===== src/rtl/wdg_pkg.sv =====
package wdg_pkg;

    localparam int unsigned ADDR_W   = 4;
    localparam int unsigned DATA_W   = 8;
    localparam int unsigned CODE_W   = 4;
    localparam int unsigned BASE_LOG = 3;   // code 0 means 2**BASE_LOG ticks
    localparam int unsigned CODE_MAX = 11;  // larger codes saturate here
    localparam int unsigned TICKS_W  = BASE_LOG + CODE_MAX + 1;
    localparam int unsigned CNT_W    = TICKS_W + 1;  // closed + open span
    localparam int unsigned BUSY_CYC = 2;

    localparam logic [ADDR_W-1:0] OFS_CTRL    = 4'h0;
    localparam logic [ADDR_W-1:0] OFS_CFG     = 4'h1;
    localparam logic [ADDR_W-1:0] OFS_EWOFS   = 4'h2;
    localparam logic [ADDR_W-1:0] OFS_IEN_CLR = 4'h4;
    localparam logic [ADDR_W-1:0] OFS_IEN_SET = 4'h5;
    localparam logic [ADDR_W-1:0] OFS_FLAG    = 4'h6;
    localparam logic [ADDR_W-1:0] OFS_STAT    = 4'h7;
    localparam logic [ADDR_W-1:0] OFS_SVC     = 4'h8;

    localparam logic [DATA_W-1:0] SVC_KEY = 8'hA5;

    localparam int unsigned EN_BIT   = 1;
    localparam int unsigned WIN_BIT  = 2;
    localparam int unsigned AON_BIT  = 7;
    localparam int unsigned BUSY_BIT = 7;

    localparam logic [CODE_W-1:0] CODE_RST = 4'hB;

    typedef struct packed {
        logic aon;
        logic win;
        logic en;
    } ctrl_t;

endpackage


===== src/rtl/wdg_period_dec.sv =====
module wdg_period_dec #(
    parameter int unsigned CODE_W   = wdg_pkg::CODE_W,
    parameter int unsigned BASE_LOG = wdg_pkg::BASE_LOG,
    parameter int unsigned CODE_MAX = wdg_pkg::CODE_MAX,
    parameter int unsigned TICKS_W  = wdg_pkg::TICKS_W
) (
    input  logic [CODE_W-1:0]  code_i,
    output logic [TICKS_W-1:0] ticks_o
);
    logic [CODE_W-1:0] eff_code;

    // Saturate out-of-range codes at the longest supported interval.
    assign eff_code = (code_i > CODE_W'(CODE_MAX)) ? CODE_W'(CODE_MAX) : code_i;
    assign ticks_o  = TICKS_W'(1) << (eff_code + CODE_W'(BASE_LOG));

endmodule


===== src/rtl/wdg_regs.sv =====
module wdg_regs
    import wdg_pkg::*;
#(
    parameter int unsigned AW   = ADDR_W,
    parameter int unsigned DW   = DATA_W,
    parameter int unsigned CW   = CODE_W,
    parameter int unsigned BUSY = BUSY_CYC
) (
    input  logic          clk,
    input  logic          rst_n,
    input  logic          bus_we_i,
    input  logic [AW-1:0] bus_addr_i,
    input  logic [DW-1:0] bus_wdata_i,
    output logic [DW-1:0] bus_rdata_o,
    input  logic          ew_hit_i,
    output ctrl_t         ctrl_o,
    output logic [CW-1:0] per_code_o,
    output logic [CW-1:0] win_code_o,
    output logic [CW-1:0] ew_code_o,
    output logic          svc_good_o,
    output logic          svc_bad_o,
    output logic          ew_irq_o
);
    localparam int unsigned BUSY_W = $clog2(BUSY + 1);

    typedef struct packed {
        ctrl_t             ctrl;
        logic [CW-1:0]     per;
        logic [CW-1:0]     win;
        logic [CW-1:0]     ew;
        logic              ien;
        logic              flag;
        logic [BUSY_W-1:0] busy;
    } regs_t;

    regs_t q, d;
    logic  svc_wr;

    assign svc_wr     = bus_we_i && (bus_addr_i == OFS_SVC) && q.ctrl.en;
    assign svc_good_o = svc_wr && (bus_wdata_i == SVC_KEY);
    assign svc_bad_o  = svc_wr && (bus_wdata_i != SVC_KEY);

    always_comb begin
        d = q;
        if (q.busy != '0) begin
            d.busy = q.busy - BUSY_W'(1);
        end
        if (bus_we_i) begin
            case (bus_addr_i)
                OFS_CTRL: begin
                    d.ctrl.win = bus_wdata_i[WIN_BIT];
                    d.ctrl.aon = bus_wdata_i[AON_BIT] | q.ctrl.aon;
                    d.ctrl.en  = bus_wdata_i[EN_BIT] | (q.ctrl.aon & q.ctrl.en);
                    d.busy     = BUSY_W'(BUSY);
                end
                OFS_CFG: begin
                    d.per  = bus_wdata_i[CW-1:0];
                    d.win  = bus_wdata_i[2*CW-1:CW];
                    d.busy = BUSY_W'(BUSY);
                end
                OFS_EWOFS: d.ew = bus_wdata_i[CW-1:0];
                OFS_IEN_CLR: if (bus_wdata_i[0]) d.ien = 1'b0;
                OFS_IEN_SET: if (bus_wdata_i[0]) d.ien = 1'b1;
                OFS_FLAG:    if (bus_wdata_i[0]) d.flag = 1'b0;
                OFS_SVC:     d.busy = BUSY_W'(BUSY);
                default: ;
            endcase
        end
        // A new warning event outranks a clear in the same cycle.
        if (ew_hit_i) begin
            d.flag = 1'b1;
        end
    end

    always_ff @(posedge clk or negedge rst_n) begin
        if (!rst_n) begin
            q.ctrl <= '0;
            q.per  <= CODE_RST;
            q.win  <= CODE_RST;
            q.ew   <= CODE_RST;
            q.ien  <= 1'b0;
            q.flag <= 1'b0;
            q.busy <= '0;
        end else begin
            q <= d;
        end
    end

    always_comb begin
        bus_rdata_o = '0;
        case (bus_addr_i)
            OFS_CTRL: begin
                bus_rdata_o[EN_BIT]  = q.ctrl.en;
                bus_rdata_o[WIN_BIT] = q.ctrl.win;
                bus_rdata_o[AON_BIT] = q.ctrl.aon;
            end
            OFS_CFG:     bus_rdata_o = {q.win, q.per};
            OFS_EWOFS:   bus_rdata_o[CW-1:0] = q.ew;
            OFS_IEN_CLR: bus_rdata_o[0] = q.ien;
            OFS_IEN_SET: bus_rdata_o[0] = q.ien;
            OFS_FLAG:    bus_rdata_o[0] = q.flag;
            OFS_STAT:    bus_rdata_o[BUSY_BIT] = (q.busy != '0);
            default: ;
        endcase
    end

    assign ctrl_o     = q.ctrl;
    assign per_code_o = q.per;
    assign win_code_o = q.win;
    assign ew_code_o  = q.ew;
    assign ew_irq_o   = q.flag & q.ien;

    AST_FLAG_STICKY: assert property (@(posedge clk) disable iff (!rst_n)
        (q.flag && !(bus_we_i && bus_addr_i == OFS_FLAG && bus_wdata_i[0])) |=> q.flag);
    AST_AON_LOCK: assert property (@(posedge clk) disable iff (!rst_n)
        (q.ctrl.aon && q.ctrl.en) |=> (q.ctrl.aon && q.ctrl.en));
    AST_BUSY_ON_CFG: assert property (@(posedge clk) disable iff (!rst_n)
        (bus_we_i && bus_addr_i == OFS_CFG) |=> (bus_rdata_o[BUSY_BIT] || bus_addr_i != OFS_STAT) && q.busy != '0);

endmodule


===== src/rtl/wdg_core.sv =====
module wdg_core
    import wdg_pkg::*;
#(
    parameter int unsigned TW = TICKS_W,
    parameter int unsigned NW = CNT_W
) (
    input  logic          clk,
    input  logic          rst_n,
    input  logic          tick_i,
    input  logic          en_i,
    input  logic          win_en_i,
    input  logic [TW-1:0] per_ticks_i,
    input  logic [TW-1:0] win_ticks_i,
    input  logic [TW-1:0] ew_ticks_i,
    input  logic          svc_good_i,
    input  logic          svc_bad_i,
    output logic          rst_req_o,
    output logic          ew_hit_o
);
    typedef struct packed {
        logic [NW-1:0] cnt;
        logic          rst_req;
    } core_t;

    core_t q, d;
    logic [NW-1:0] deadline;
    logic [NW-1:0] cnt_inc;
    logic          closed;

    assign deadline = (win_en_i ? NW'(win_ticks_i) : '0) + NW'(per_ticks_i);
    assign cnt_inc  = q.cnt + NW'(1);
    assign closed   = win_en_i && (q.cnt < NW'(win_ticks_i));

    always_comb begin
        d         = q;
        d.rst_req = 1'b0;
        ew_hit_o  = 1'b0;
        if (!en_i) begin
            d.cnt = '0;
        end else if (svc_bad_i || (svc_good_i && closed)) begin
            d.cnt     = '0;
            d.rst_req = 1'b1;
        end else if (svc_good_i) begin
            d.cnt = '0;
        end else if (tick_i) begin
            ew_hit_o = (cnt_inc == NW'(ew_ticks_i));
            if (cnt_inc >= deadline) begin
                d.cnt     = '0;
                d.rst_req = 1'b1;
            end else begin
                d.cnt = cnt_inc;
            end
        end
    end

    always_ff @(posedge clk or negedge rst_n) begin
        if (!rst_n) begin
            q <= '0;
        end else begin
            q <= d;
        end
    end

    assign rst_req_o = q.rst_req;

    AST_CNT_BELOW_DEADLINE: assert property (@(posedge clk) disable iff (!rst_n)
        (en_i && $past(en_i) && $stable(deadline)) |-> (q.cnt < deadline));
    AST_SINGLE_PULSE: assert property (@(posedge clk) disable iff (!rst_n)
        (q.rst_req && $past(q.rst_req)) |-> $past(svc_good_i || svc_bad_i));
    AST_EARLY_SERVICE: assert property (@(posedge clk) disable iff (!rst_n)
        (en_i && svc_good_i && closed) |=> q.rst_req);
    AST_QUIET_WHEN_OFF: assert property (@(posedge clk) disable iff (!rst_n)
        !en_i |=> (!q.rst_req && q.cnt == '0));

endmodule


===== src/rtl/window_watchdog.sv =====
module window_watchdog
    import wdg_pkg::*;
(
    input  logic              clk,
    input  logic              rst_n,
    input  logic              tick,
    input  logic              bus_we,
    input  logic [ADDR_W-1:0] bus_addr,
    input  logic [DATA_W-1:0] bus_wdata,
    output logic [DATA_W-1:0] bus_rdata,
    output logic              rst_req,
    output logic              ew_irq
);
    localparam int unsigned NUM_DEC = 3;
    localparam int unsigned DEC_PER = 0;
    localparam int unsigned DEC_WIN = 1;
    localparam int unsigned DEC_EW  = 2;

    ctrl_t              ctrl;
    logic               svc_good;
    logic               svc_bad;
    logic               ew_hit;
    logic [CODE_W-1:0]  code_arr  [NUM_DEC];
    logic [TICKS_W-1:0] ticks_arr [NUM_DEC];

    wdg_regs u_regs (
        .clk         (clk),
        .rst_n       (rst_n),
        .bus_we_i    (bus_we),
        .bus_addr_i  (bus_addr),
        .bus_wdata_i (bus_wdata),
        .bus_rdata_o (bus_rdata),
        .ew_hit_i    (ew_hit),
        .ctrl_o      (ctrl),
        .per_code_o  (code_arr[DEC_PER]),
        .win_code_o  (code_arr[DEC_WIN]),
        .ew_code_o   (code_arr[DEC_EW]),
        .svc_good_o  (svc_good),
        .svc_bad_o   (svc_bad),
        .ew_irq_o    (ew_irq)
    );

    for (genvar i = 0; i < NUM_DEC; i++) begin : g_dec
        wdg_period_dec u_dec (
            .code_i  (code_arr[i]),
            .ticks_o (ticks_arr[i])
        );
    end

    wdg_core u_core (
        .clk         (clk),
        .rst_n       (rst_n),
        .tick_i      (tick),
        .en_i        (ctrl.en),
        .win_en_i    (ctrl.win),
        .per_ticks_i (ticks_arr[DEC_PER]),
        .win_ticks_i (ticks_arr[DEC_WIN]),
        .ew_ticks_i  (ticks_arr[DEC_EW]),
        .svc_good_i  (svc_good),
        .svc_bad_i   (svc_bad),
        .rst_req_o   (rst_req),
        .ew_hit_o    (ew_hit)
    );

endmodule


===== config.mk =====
export PLATFORM = sky130hd
export DESIGN_NAME = window_watchdog
export DESIGN_NICKNAME = d
export VERILOG_FILES = /design/src/rtl/wdg_pkg.sv /design/src/rtl/wdg_period_dec.sv /design/src/rtl/wdg_regs.sv /design/src/rtl/wdg_core.sv /design/src/rtl/window_watchdog.sv
export SDC_FILE = /design/constraint.sdc
export NUM_CORES = 1
export LEC_CHECK = 0
export BUFFER_PORTS_ARGS = -buffer_cell sky130_fd_sc_hd__buf_4
export CAP_MARGIN = 25
export CORE_ASPECT_RATIO = 1.25
export CORE_UTILIZATION = 45
export CTS_CLUSTER_DIAMETER = 120
export CTS_CLUSTER_SIZE = 30
export DETAILED_ROUTE_END_ITERATION = 8
export HOLD_SLACK_MARGIN = 0.12
export SLEW_MARGIN = 20
export SYNTH_ARGS = -nofsm -noshare
export SYNTH_HDL_FRONTEND = slang
export SYNTH_HIERARCHICAL = 1
export SYNTH_SLANG_ARGS = --single-unit

===== constraint.sdc =====
create_clock -name clk -period 8 [get_ports clk]
set_input_delay 0.4 -clock clk [delete_from_list [all_inputs] [get_ports clk]]
set_output_delay 0.4 -clock clk [all_outputs]
set_load 0.05 [all_outputs]

# Word-level counts from Yosys, hierarchy flattened
# Index checks and enable logic that the tools add are counted.
totals:
  regBits: 36
  output_inout_bits: 10
  elab_cells: 91
op_classes:
  shifts: 3
  n_lt_le_gt_ge: 5
  bitwise: 4
  n_reduce_logical: 20
  n_eq_ne: 13
  add_sub_neg: 6
  muxes: 29
op_table:
  columns: ["op", "count"]
  rows:
  - ["16-bit 2-to-1 mux", 3]
  - ["1-bit by 4-bit << shifter with 15-bit output, first input constant", 3]
  - ["17-bit 2-to-1 mux", 2]
  - ["16-bit by 1-bit adder with 16-bit output, second input constant", 1]
  - ["16-bit by 15-bit adder with 16-bit output", 1]
  - ["16-bit by 15-bit == test with 1-bit output", 1]
  - ["4-bit by 3-bit == test with 1-bit output, second input constant", 4]
  - ["16-bit greater-or-equal comparator", 1]
  - ["16-bit by 15-bit < comparator with 1-bit output", 1]
  - ["15-bit 2-to-1 mux", 1]
  - ["4-bit by 2-bit adder with 4-bit output, second input constant", 3]
  - ["4-bit > comparator, second input constant", 3]
  - ["4-bit 2-to-1 mux", 3]
  - ["1-bit 2-to-1 mux", 11]
  - ["2-bit nonzero test", 5]
  - ["8-bit == test, second input constant", 1]
  - ["8-bit != test, second input constant", 1]
  - ["1-bit logical AND", 6]
  - ["3-bit 2-to-1 mux", 2]
  - ["2-bit case mux with 3 select lines", 1]
  - ["2-bit AND reduction", 3]
  - ["4-bit by 1-bit == test with 1-bit output, second input constant", 1]
  - ["4-bit by 2-bit == test with 1-bit output, second input constant", 1]
  - ["4-bit == test, second input constant", 1]
  - ["15 further kinds", 20]

# Depth between registers and ports, before layout
# Gate-level depths: netlist of run 1.
depth:
  depth_word: 12
  ltp_mapped: 19
  ltp_nobuf: 17

# By module
# Netlist of run 1, hierarchy kept.
modules_own_cells:
  columns: ["module", "n_inst", "cells_each", "seq_area_each_um2", "area_per_inst_um2"]
  rows:
  - ["wdg_core", 1, 385, 425.4, 3049.2]
  - ["wdg_regs", 1, 99, 486.7, 1088.5]
  - ["wdg_period_dec", 3, 22, 0.0, 131.4]

# Worst setup path before layout of run 1
# Ideal clock, no wire load.
synth_path:
  path_type: "flip-flop to flip-flop"
  from: "register u_regs.q (netlist bit u_regs/win_code_o[3])"
  to: "register u_core/q[2] in the netlist's numbering"
  setup_ns: 0.079
  arrival_time_ns: 4.003
  n_path_buf: 2
  synth_period_minus_slack_ns: 4.082
  path_stages_with_launch: 19
  path_slack_ns: 3.918
  path_cell_list: "dfstp_2 > buf_4 > nand2b_2 > nor3_2 > and2_1 > ha_1 > a21o_1 > a311o_1 > a21o_1 > a21oi_1 > a311oi_1 > xnor2_1 > ha_1 > nand2_1 > nor2_1 > a211oi_1 > clkbuf_1 > nand4_1 > a21oi_1"
synth_lines:
  columns: ["item", "line_no", "rtl"]
  rows:
  - ["start: declaration", "wdg_regs.sv:36", "regs_t q, d;"]
  - ["end signal: assignment", "wdg_core.sv:58", "q <= '0;"]
  - ["end signal: assignment", "wdg_core.sv:60", "q <= d;"]
  - ["end: declaration", "wdg_core.sv:25", "core_t q, d;"]

==> impl_metrics.py, run 1 <==
metrics = {
    "outcome": {
        "outcome": "completed",
    },
    "timing": {
        "worstMarginPinSlew_ns": 0.975,
        "fin_crit_sh_pct": 54.5,
        "fin_skew_ns": 0.00875,
        "maxSlewViolCount": 0,
        "rsz0062_at_grt": "no",
        "holdWs_ns": 0.334,
        "period_minus_slack_ns": 4.36,
        "maxSlewHeadroom_pct": 34.4,
        "hold_viol": 0,
        "final-setup-viol-count": 0,
        "fin_setup_tns_ns": 0,
        "max_freq_mhz": 230,
    },
    "global_route": {
        "grtUsageMet3_pct": 2.52,
        "grt_pass1_vias": 3971,
        "overflow": 0,
        "grt_pass1_wl_um": 20000,
        "grt_start_max_net_pins": 37,
        "grt.met2_usage_pct": 43.4,
        "grt.met1_usage_pct": 29.6,
        "grt_use_total_pct": 24.1,
        "busiest_layer": "met2",
        "antenna_found_initial": 0,
    },
    "drt": {
        "drc": 0,
        "first_iter_violations": 298,
        "dr_total_vias": 4020,
        "drtAntennaViolNets": 0,
        "wl_per_cell_um": 17.6,
        "via_per_inst": 5.96,
        "dr.pass1.iters": 5,
        "wirelength_um": 11900,
    },
    "synthesis": {
        "ys_warn_count": 6,
        "synthCells": 549,
        "avgSynthCellArea_um2": 8.24,
        "netlist_area_um2": 4520,
    },
    "clock_tree": {
        "clkLatencyLatePin_ns": 0.28,
        "clk_pin_slew_ns": 0.05,
        "cts.path.max_buffers": 2,
        "cts_root_buf": "clkbuf_16",
        "ctsHtreeMaxLevel": 2,
        "cts_tree": "done",
        "clock_sinks": 36,
        "cts_resized": 0,
        "cts_buffers": 5,
    },
    "flow_run": {
        "max_cap_violations": 0,
    },
    "critical_path": {
        "worstPathMaxFanout": 19,
        "r2r_slack_ns": 3.64,
        "worst_ep_required_time_ns": 8.19,
        "critPathArrivalTime_ns": 4.54,
        "crit_path_start_kind": "register",
        "path_class": "register to register",
        "crit_path_end_kind": "register",
    },
    "power_and_ir_drop": {
        "vdd_drop_max_mv": 0.124,
        "power.density_nw_per_um2": 159,
        "power.leakage_nw": 2.08,
    },
    "floorplan": {
        "die_x_um": 91.7,
        "io_pins": 26,
        "die_area_um2": 10500,
        "start_util_pct": 46.6,
        "core_um2": 9710,
        "die_y_um": 114,
        "rows": 40,
    },
    "finish": {
        "nFillCells": 971,
        "final_nets": 611,
        "antenna_cells": 0,
        "drive_above_1_share_pct": 13.7,
        "area_growth_pct": 6.03,
    },
    "placed_design": {
        "dp_hpwl_um": 9380,
        "port_buffers": 25,
        "gp_congestion": 0.866,
    },
    "worst_hold_path": {
        "min_path_type": "input port to register",
    },
}
cell type report:
cell class,count,area [µm²],share of cell area (%)
Tap cell,126,158,3.29
Multi-Input combinational cell,444,3250,67.7
Clock inverter,1,8.76,0.183
Timing Repair Buffer,29,220,4.59
Inverter,32,120,2.50
Sequential cell,36,912,19.0
Clock buffer,7,133,2.76
registers in the layout, summed over array words and instances, names as in the netlist:
| name | count |
|---|---|
| u_regs/ctrl_o | 3 |
| u_regs/win_code_o | 4 |
| u_regs/q | 4 |
| u_regs/per_code_o | 4 |
| u_regs/ew_code_o | 4 |
| u_core/q | 16 |
| u_core/rst_req_o | 1 |
cell usage in the layout, fill, tap and decap left out, drive strengths merged, types with 5 or more instances in the layout:
master,n
ha,46
nor2,40
nand2,33
inv,32
buf,28
a21oi,27
dfrtp,27
nand2b,27
and2,22
xnor2,21
nor3,21
o21ai,17
nand4,15
mux2,14
nand3,11
xor2,10
nor2b,9
conb,9
a21o,9
o22ai,9
dfstp,9
a41oi,8
a211oi,7
clkbuf,7
nor4,6
and3,6
nand3b,6
o211ai,5
nor4b,5
path summary, 6_finish.rpt:
check / start / end / depth (start not counted)
worst max-delay path: u_regs/win_code_o[1]$_DFFE_PN1P_ / u_core/q[15]$_DFFE_PN0P_ / 18
worst min-delay path: bus_wdata[7] / u_regs/ctrl_o[2]$_DFFE_PN0P_ / 2
worst max register to register: u_regs/win_code_o[1]$_DFFE_PN1P_ / u_core/q[15]$_DFFE_PN0P_ / 18
worst min register to register: u_regs/q[0]$_DFF_PN0_ / u_regs/q[0]$_DFF_PN0_ / 1
max in group asynchronous: rst_n / u_regs/per_code_o[1]$_DFFE_PN1P_ / 2
min in group asynchronous: rst_n / u_regs/ew_code_o[2]$_DFFE_PN0P_ / 2
routing by layer:
layer | share of wire (%) | routed length, µm
met5 | 0 | 0
met1 | 43 | 5110
met3 | 3.6 | 433
met2 | 51 | 6010
met4 | 2.8 | 331
critical path: stages (launching register included):
cell and delay (ns):
dfstp_2 0.61, nand2b_1 0.11, nor3_1 0.42, and2_1 0.20, ha_1 0.19, nor2_1 0.08, o211a_1 0.14, o31ai_1 0.38
o21ai_0 0.13, a21oi_1 0.25, a31oi_1 0.12, ha_1 0.33, nand4_1 0.15, nor2_1 0.06, o2bb2ai_1 0.12, a21oi_1 0.14
buf_4 0.27, nand4_1 0.28, o22ai_1 0.26
power by group:
part | internal [W] | switching (W)
combinational | 0.000134 | 0.000169
clock | 0.000116 | 0.0000764
sequential | 0.000214 | 0.0000514
metrics by stage:
step                      power (W)  util [%]  std cells  worst slack (ns)  cell area (µm²)
after floorplan            0.000505         -        555              3.92             4550
after global placement     0.000558      47.8        666              3.81             4650
after detailed placement   0.000564      47.8        666              3.75             4650
after CTS                  0.000759      49.4        675              3.71             4800
after global routing       0.000814      49.4        675              3.36             4800
final                      0.000761      49.4        675              3.64             4800
repair_timing:
item	in CTS	in global routing
setup buffers	0	0
hold buffers	1	0
endpoints found under the hold margin	27	0
No activity file was read; power rests on OpenSTA's default activity.
==> inputs of run 2 (changes only) <==
- clock period: 8 -> 4.3 ns (I/O delays scaled with it)
==> run 2 against run 1 <==
  * Clock power grew 91%
  * Combinational power rose by 100%
  * Global-route usage decreased by 0.23 points
  * Sequential cell count unchanged
  * Largest cell class unchanged
==> impl_metrics.py, run 2 (same netlist as run 1, synthesis figures left out) <==
metrics = {
    "outcome": {
        "outcome": "completed",
    },
    "critical_path": {
        "max_stage_delay_ns": 0.61,
        "cp_cell_sequence": "nor4_1 > ha_1 > o211ai_1 > a21oi_1 > buf_4 > a41oi_1 > xor2_1 > ha_1 > a21o_1 > a21oi_1 > o2bb2ai_1 > a21oi_2 > clkbuf_4 > nand4_1 > a21oi_1",
        "r2r_cells": 15,
        "r2r_slack_ns": 0.22,
        "crit_buf_inv": 2,
        "worst_ep_required_time_ns": 4.51,
        "worstPathMaxFanout": 9,
        "cp_common_cell": "a21oi_1",
        "cpMaxStageDelayCell": "nor4_1",
        "reg2reg_to": "u_core/q[9]$_DFFE_PN0P_",
        "r2r-start": "u_regs/per_code_o[3]$_DFFE_PN1P_",
        "critPathArrivalTime_ns": 4.29,
        "path_class": "register to register",
        "crit_path_end": "u_core/q[9]$_DFFE_PN0P_",
        "crit_family": "compound AO/OA/AOI/OAI gates",
        "crit_path_start_kind": "register",
        "startpoint": "u_regs/per_code_o[3]$_DFFE_PN1P_",
        "crit_path_end_kind": "register",
        "crit_cells": 15,
    },
    "clock_tree": {
        "cts.path.max_buffers": 2,
        "clock_sinks": 36,
        "cts_tree": "done",
        "ctsHtreeMaxLevel": 2,
        "clkLatencyLatePin_ns": 0.29,
        "cts_root_buf": "clkbuf_16",
        "clk_pin_slew_ns": 0.06,
        "cts_buffers": 5,
    },
    "floorplan": {
        "die_y_um": 114,
        "io_pins": 26,
        "die_area_um2": 10500,
        "start_util_pct": 46.6,
        "die_x_um": 91.7,
        "core_um2": 9710,
        "rows": 40,
    },
    "global_route": {
        "grt_pass1_vias": 3860,
        "overflow": 0,
        "grt_pass1_wl_um": 19500,
        "grt_use_total_pct": 23.9,
        "antenna_found_initial": 0,
        "grt_start_max_net_pins": 37,
    },
    "timing": {
        "final-setup-viol-count": 0,
        "maxSlewViolCount": 0,
        "rsz0062_at_grt": "no",
        "fin_crit_sh_pct": 95.0,
        "period_minus_slack_ns": 4.08,
        "max_freq_mhz": 245,
        "worstMarginPinSlew_ns": 0.976,
        "hold_viol": 0,
        "fin_skew_ns": 0.00492,
        "fin_setup_tns_ns": 0,
        "maxSlewHeadroom_pct": 34.4,
    },
    "finish": {
        "final_cells": 683,
        "layout_commonest_cell": "ha_1",
        "drive_above_1_share_pct": 16.9,
        "top_register": "u_core/q",
        "antenna_cells": 0,
        "area_growth_pct": 8.55,
        "layout_common_cells": "ha_1, nor2_1, buf_4",
        "largest_register_ffs": 16,
        "fin_area_um2": 4910,
        "final_nets": 619,
    },
    "power_and_ir_drop": {
        "vdd_drop_max_mv": 0.228,
        "power.leakage_nw": 2.14,
        "power.density_nw_per_um2": 300,
    },
    "drt": {
        "wl_per_cell_um": 17.9,
        "via_per_inst": 5.96,
        "drtAntennaViolNets": 0,
        "first_iter_violations": 284,
        "dr_total_vias": 4069,
        "drc": 0,
        "dr.pass1.iters": 4,
        "wirelength_um": 12300,
    },
    "placed_design": {
        "dp_hpwl_um": 9490,
        "gp_congestion": 0.871,
        "port_buffers": 25,
        "placed_area_um2": 4680,
        "dp_cells": 670,
    },
    "worst_hold_path": {
        "min_path_type": "input port to register",
    },
    "flow_run": {
        "max_cap_violations": 0,
    },
}
run 2: cell types whose count changed in the layout (fill, tap and decap cells not counted), moves of 2 or more:
cell      change
buf_4         +6
clkbuf_1      -2
clkinv_2      +2
nor3_1        -2
nor3_2        +2
xnor2_1       -2
xnor2_2       +2
run 2: cell type report:
type | instances | area (µm²)
Clock buffer | 5 | 125
Clock inverter | 3 | 18.8
Fill cell | 957 | 4800
Inverter | 32 | 120
Multi-Input combinational cell | 444 | 3290
Sequential cell | 36 | 913
Tap cell | 126 | 158
Timing Repair Buffer | 37 | 284
run 2: timing repair:
action,CTS,global route
buffers inserted,0,3
hold buffers,1,0
hold endpoints to repair,27,0
setup endpoints to repair,0,14
resized for setup,0,11
run 2: worst min-delay path by stage:
stage | from | depth (start not counted) | endpoint
after detailed placement | rst_n | 1 | u_regs/ew_code_o[2]$_DFFE_PN0P_
after global placement | rst_n | 1 | u_regs/ew_code_o[2]$_DFFE_PN0P_
after global routing | bus_wdata[5] | 2 | u_regs/win_code_o[1]$_DFFE_PN1P_
after floorplan | rst_n | 0 | u_core/q[10]$_DFFE_PN0P_
final | bus_wdata[7] | 2 | u_regs/ctrl_o[2]$_DFFE_PN0P_
after CTS | bus_wdata[7] | 2 | u_regs/ctrl_o[2]$_DFFE_PN0P_
run 2: metal layers:
metal | up-vias | part of all wire (%) | GRT usage, % | wire (µm)
met3 | 28 | 3.6 | 2.79 | 442
met2 | 110 | 51 | 43.3 | 6220
met1 | 1945 | 42 | 28.6 | 5150
met5 | - | 0 | 0 | 0
met4 | 0 | 3.5 | 9.84 | 433
li1 | 1986 | - | - | -
run 2: power breakdown:
| group | leakage [nW] | switching [W] | total [W] | internal [W] |
|---|---|---|---|---|
| Sequential | 0.456 | 0.0000908 | 0.000489 | 0.000398 |
| Combinational | 1.61 | 0.000341 | 0.000614 | 0.000273 |
| Clock | 0.0736 | 0.000155 | 0.000369 | 0.000214 |
run 2: through the flow:
| step | util, % | total power [W] | setup WS [ns] | hold slack [ns] |
|---|---|---|---|---|
| 2_1_floorplan | - | 0.000939 | 0.218 | -0.0806 |
| 3_3_place_gp | 48.2 | 0.00104 | 0.329 | 0.203 |
| 3_5_place_dp | 48.2 | 0.00106 | 0.212 | 0.205 |
| 4_1_cts | 49.7 | 0.00143 | 0.200 | 0.147 |
| 5_1_grt | 50.6 | 0.00157 | 0.00694 | 0.172 |
| 6_report | 50.6 | 0.00147 | 0.215 | 0.152 |
==> inputs of run 3 (changes only) <==
- clock period: 4.3 -> 5.1 ns (I/O delays scaled with it)
==> run 3 against run 2 <==
  * Highest routed layer unchanged
  * Sequential share of layout area rose by 0.34 points
  * Total power fell by 17%
  * Register-to-register slack improved by 0.61 ns
==> impl_metrics.py, run 3 (same netlist as run 1, synthesis figures left out) <==
metrics = {
    "global_route": {
        "grt_use_total_pct": 24.3,
        "antenna_found_initial": 0,
        "overflow": 0,
        "grt_pass1_vias": 3940,
        "grt_start_max_net_pins": 37,
        "grt_pass1_wl_um": 19700,
    },
    "clock_tree": {
        "clk_pin_slew_ns": 0.06,
        "cts_resized": 0,
        "cts_buffers": 5,
        "cts_tree": "done",
        "ctsHtreeMaxLevel": 2,
        "clkLatencyLatePin_ns": 0.29,
        "clock_sinks": 36,
        "holdBufCountCts": 1,
        "cts_root_buf": "clkbuf_16",
        "cts.path.max_buffers": 2,
        "post_cts_buffers": 0,
    },
    "power_and_ir_drop": {
        "power.leakage_nw": 2.09,
        "power.density_nw_per_um2": 253,
        "vdd_drop_max_mv": 0.192,
    },
    "timing": {
        "maxSlewHeadroom_pct": 36.0,
        "period_minus_slack_ns": 4.28,
        "fin_setup_tns_ns": 0,
        "hold_viol": 0,
        "worstMarginPinSlew_ns": 0.952,
        "fin_skew_ns": 0.00422,
        "layout_setup_ws_ns": 0.825,
        "maxSlewViolCount": 0,
        "fin_crit_sh_pct": 83.8,
        "rsz0062_at_grt": "no",
        "max_freq_mhz": 234,
        "final-setup-viol-count": 0,
    },
    "worst_hold_path": {
        "whs_path_depth": 2,
        "min_from": "bus_wdata[7]",
        "min_path_type": "input port to register",
        "min_to": "u_regs/ctrl_o[2]$_DFFE_PN0P_",
    },
    "floorplan": {
        "die_x_um": 91.7,
        "start_util_pct": 46.6,
        "die_y_um": 114,
        "die_area_um2": 10500,
        "rows": 40,
        "io_pins": 26,
        "core_um2": 9710,
    },
    "critical_path": {
        "worst_ep_required_time_ns": 5.30,
        "r2r_cells": 18,
        "crit_path_start_kind": "register",
        "crit_path_end_kind": "register",
        "r2r_slack_ns": 0.82,
        "path_class": "register to register",
        "reg2reg_to": "u_core/q[11]$_DFFE_PN0P_",
        "critPathArrivalTime_ns": 4.48,
        "worstPathMaxFanout": 19,
        "r2r-start": "u_regs/win_code_o[3]$_DFFE_PN1P_",
    },
    "flow_run": {
        "max_cap_violations": 0,
    },
    "finish": {
        "top_register": "u_core/q",
        "final_nets": 612,
        "layout_commonest_cell": "ha_1",
        "antenna_cells": 0,
        "layout_common_cells": "ha_1, nor2_1, nand2_1",
        "drive_above_1_share_pct": 14.2,
        "largest_register_ffs": 16,
        "nFillCells": 997,
        "area_growth_pct": 6.44,
    },
    "drt": {
        "dr.pass1.iters": 5,
        "wl_per_cell_um": 18.4,
        "drc": 0,
        "dr_total_vias": 4102,
        "via_per_inst": 6.07,
        "drtAntennaViolNets": 0,
        "wirelength_um": 12400,
        "first_iter_violations": 275,
    },
    "placed_design": {
        "port_buffers": 25,
        "place_ws_ns": 0.866,
        "dp_hpwl_um": 9770,
        "gp_congestion": 0.947,
    },
    "outcome": {
        "outcome": "completed",
    },
}
[run 3: power breakdown]
part           switching (W)  leakage, nW  internal (W)
clock               0.000131       0.0772      0.000196
combinational       0.000264         1.56      0.000209
sequential         0.0000846        0.457      0.000335
[run 3: worst max-delay path by stage]
stage / slack (ns) / cells past startpoint / endpoint / from
finish: 0.82 / 18 / u_core/q[11]$_DFFE_PN0P_ / u_regs/win_code_o[3]$_DFFE_PN1P_
global route: 0.36 / 15 / u_core/q[14]$_DFFE_PN0P_ / u_regs/win_code_o[2]$_DFFE_PN0P_
CTS: 0.85 / 18 / u_core/q[11]$_DFFE_PN0P_ / u_regs/win_code_o[3]$_DFFE_PN1P_
detailed placement: 0.87 / 18 / u_core/q[14]$_DFFE_PN0P_ / u_regs/win_code_o[3]$_DFFE_PN1P_
global placement: 0.91 / 18 / u_core/q[4]$_DFFE_PN0P_ / u_regs/win_code_o[3]$_DFFE_PN1P_
floorplan: 1.02 / 18 / u_core/q[2]$_DFFE_PN0P_ / u_regs/win_code_o[3]$_DFFE_PN1P_
[run 3: cell type report]
type / count / area (µm²) / area share (%)
Timing Repair Buffer: 30 / 228 / 4.73
Multi-Input combinational cell: 444 / 3250 / 67.4
Clock buffer: 6 / 139 / 2.88
Clock inverter: 2 / 13.8 / 0.286
Tap cell: 126 / 158 / 3.27
Inverter: 32 / 120 / 2.49
Sequential cell: 36 / 912 / 18.9
[run 3: layer usage]
metal	global-route usage [%]	wire [µm]	vias to the layer above
met5	0	0	-
met2	44.7	6440	135
li1	-	-	1972
met4	9.95	445	0
met3	3.25	495	39
met1	28.3	5050	1956
[run 3: critical path: stages, from the launching register on]
cell and delay, ns:
dfstp_2 0.64, nand2b_2 0.20, nor3_2 0.07, and2_1 0.16, ha_1 0.37, a21o_1 0.23
a311o_1 0.38, a21o_1 0.18, a21oi_1 0.18, a311oi_1 0.13, xnor2_1 0.15, ha_1 0.29
nand4_1 0.12, nor2_1 0.06, o2bb2ai_1 0.13, a21oi_1 0.12, buf_4 0.25, nand4_1 0.27
o22ai_1 0.26
[run 3: through the flow]
step / hold slack [ns] / instance area (µm²) / std cells / power (W) / util, %
after CTS: 0.185 / 4820 / 676 / 0.00122 / 49.6
after global placement: 0.246 / 4650 / 667 / 0.000878 / 47.9
after global routing: 0.189 / 4820 / 676 / 0.00130 / 49.6
final: 0.187 / 4820 / 676 / 0.00122 / 49.6
after detailed placement: 0.252 / 4650 / 667 / 0.000888 / 47.9
after floorplan: -0.0406 / 4550 / 555 / 0.000792 / -
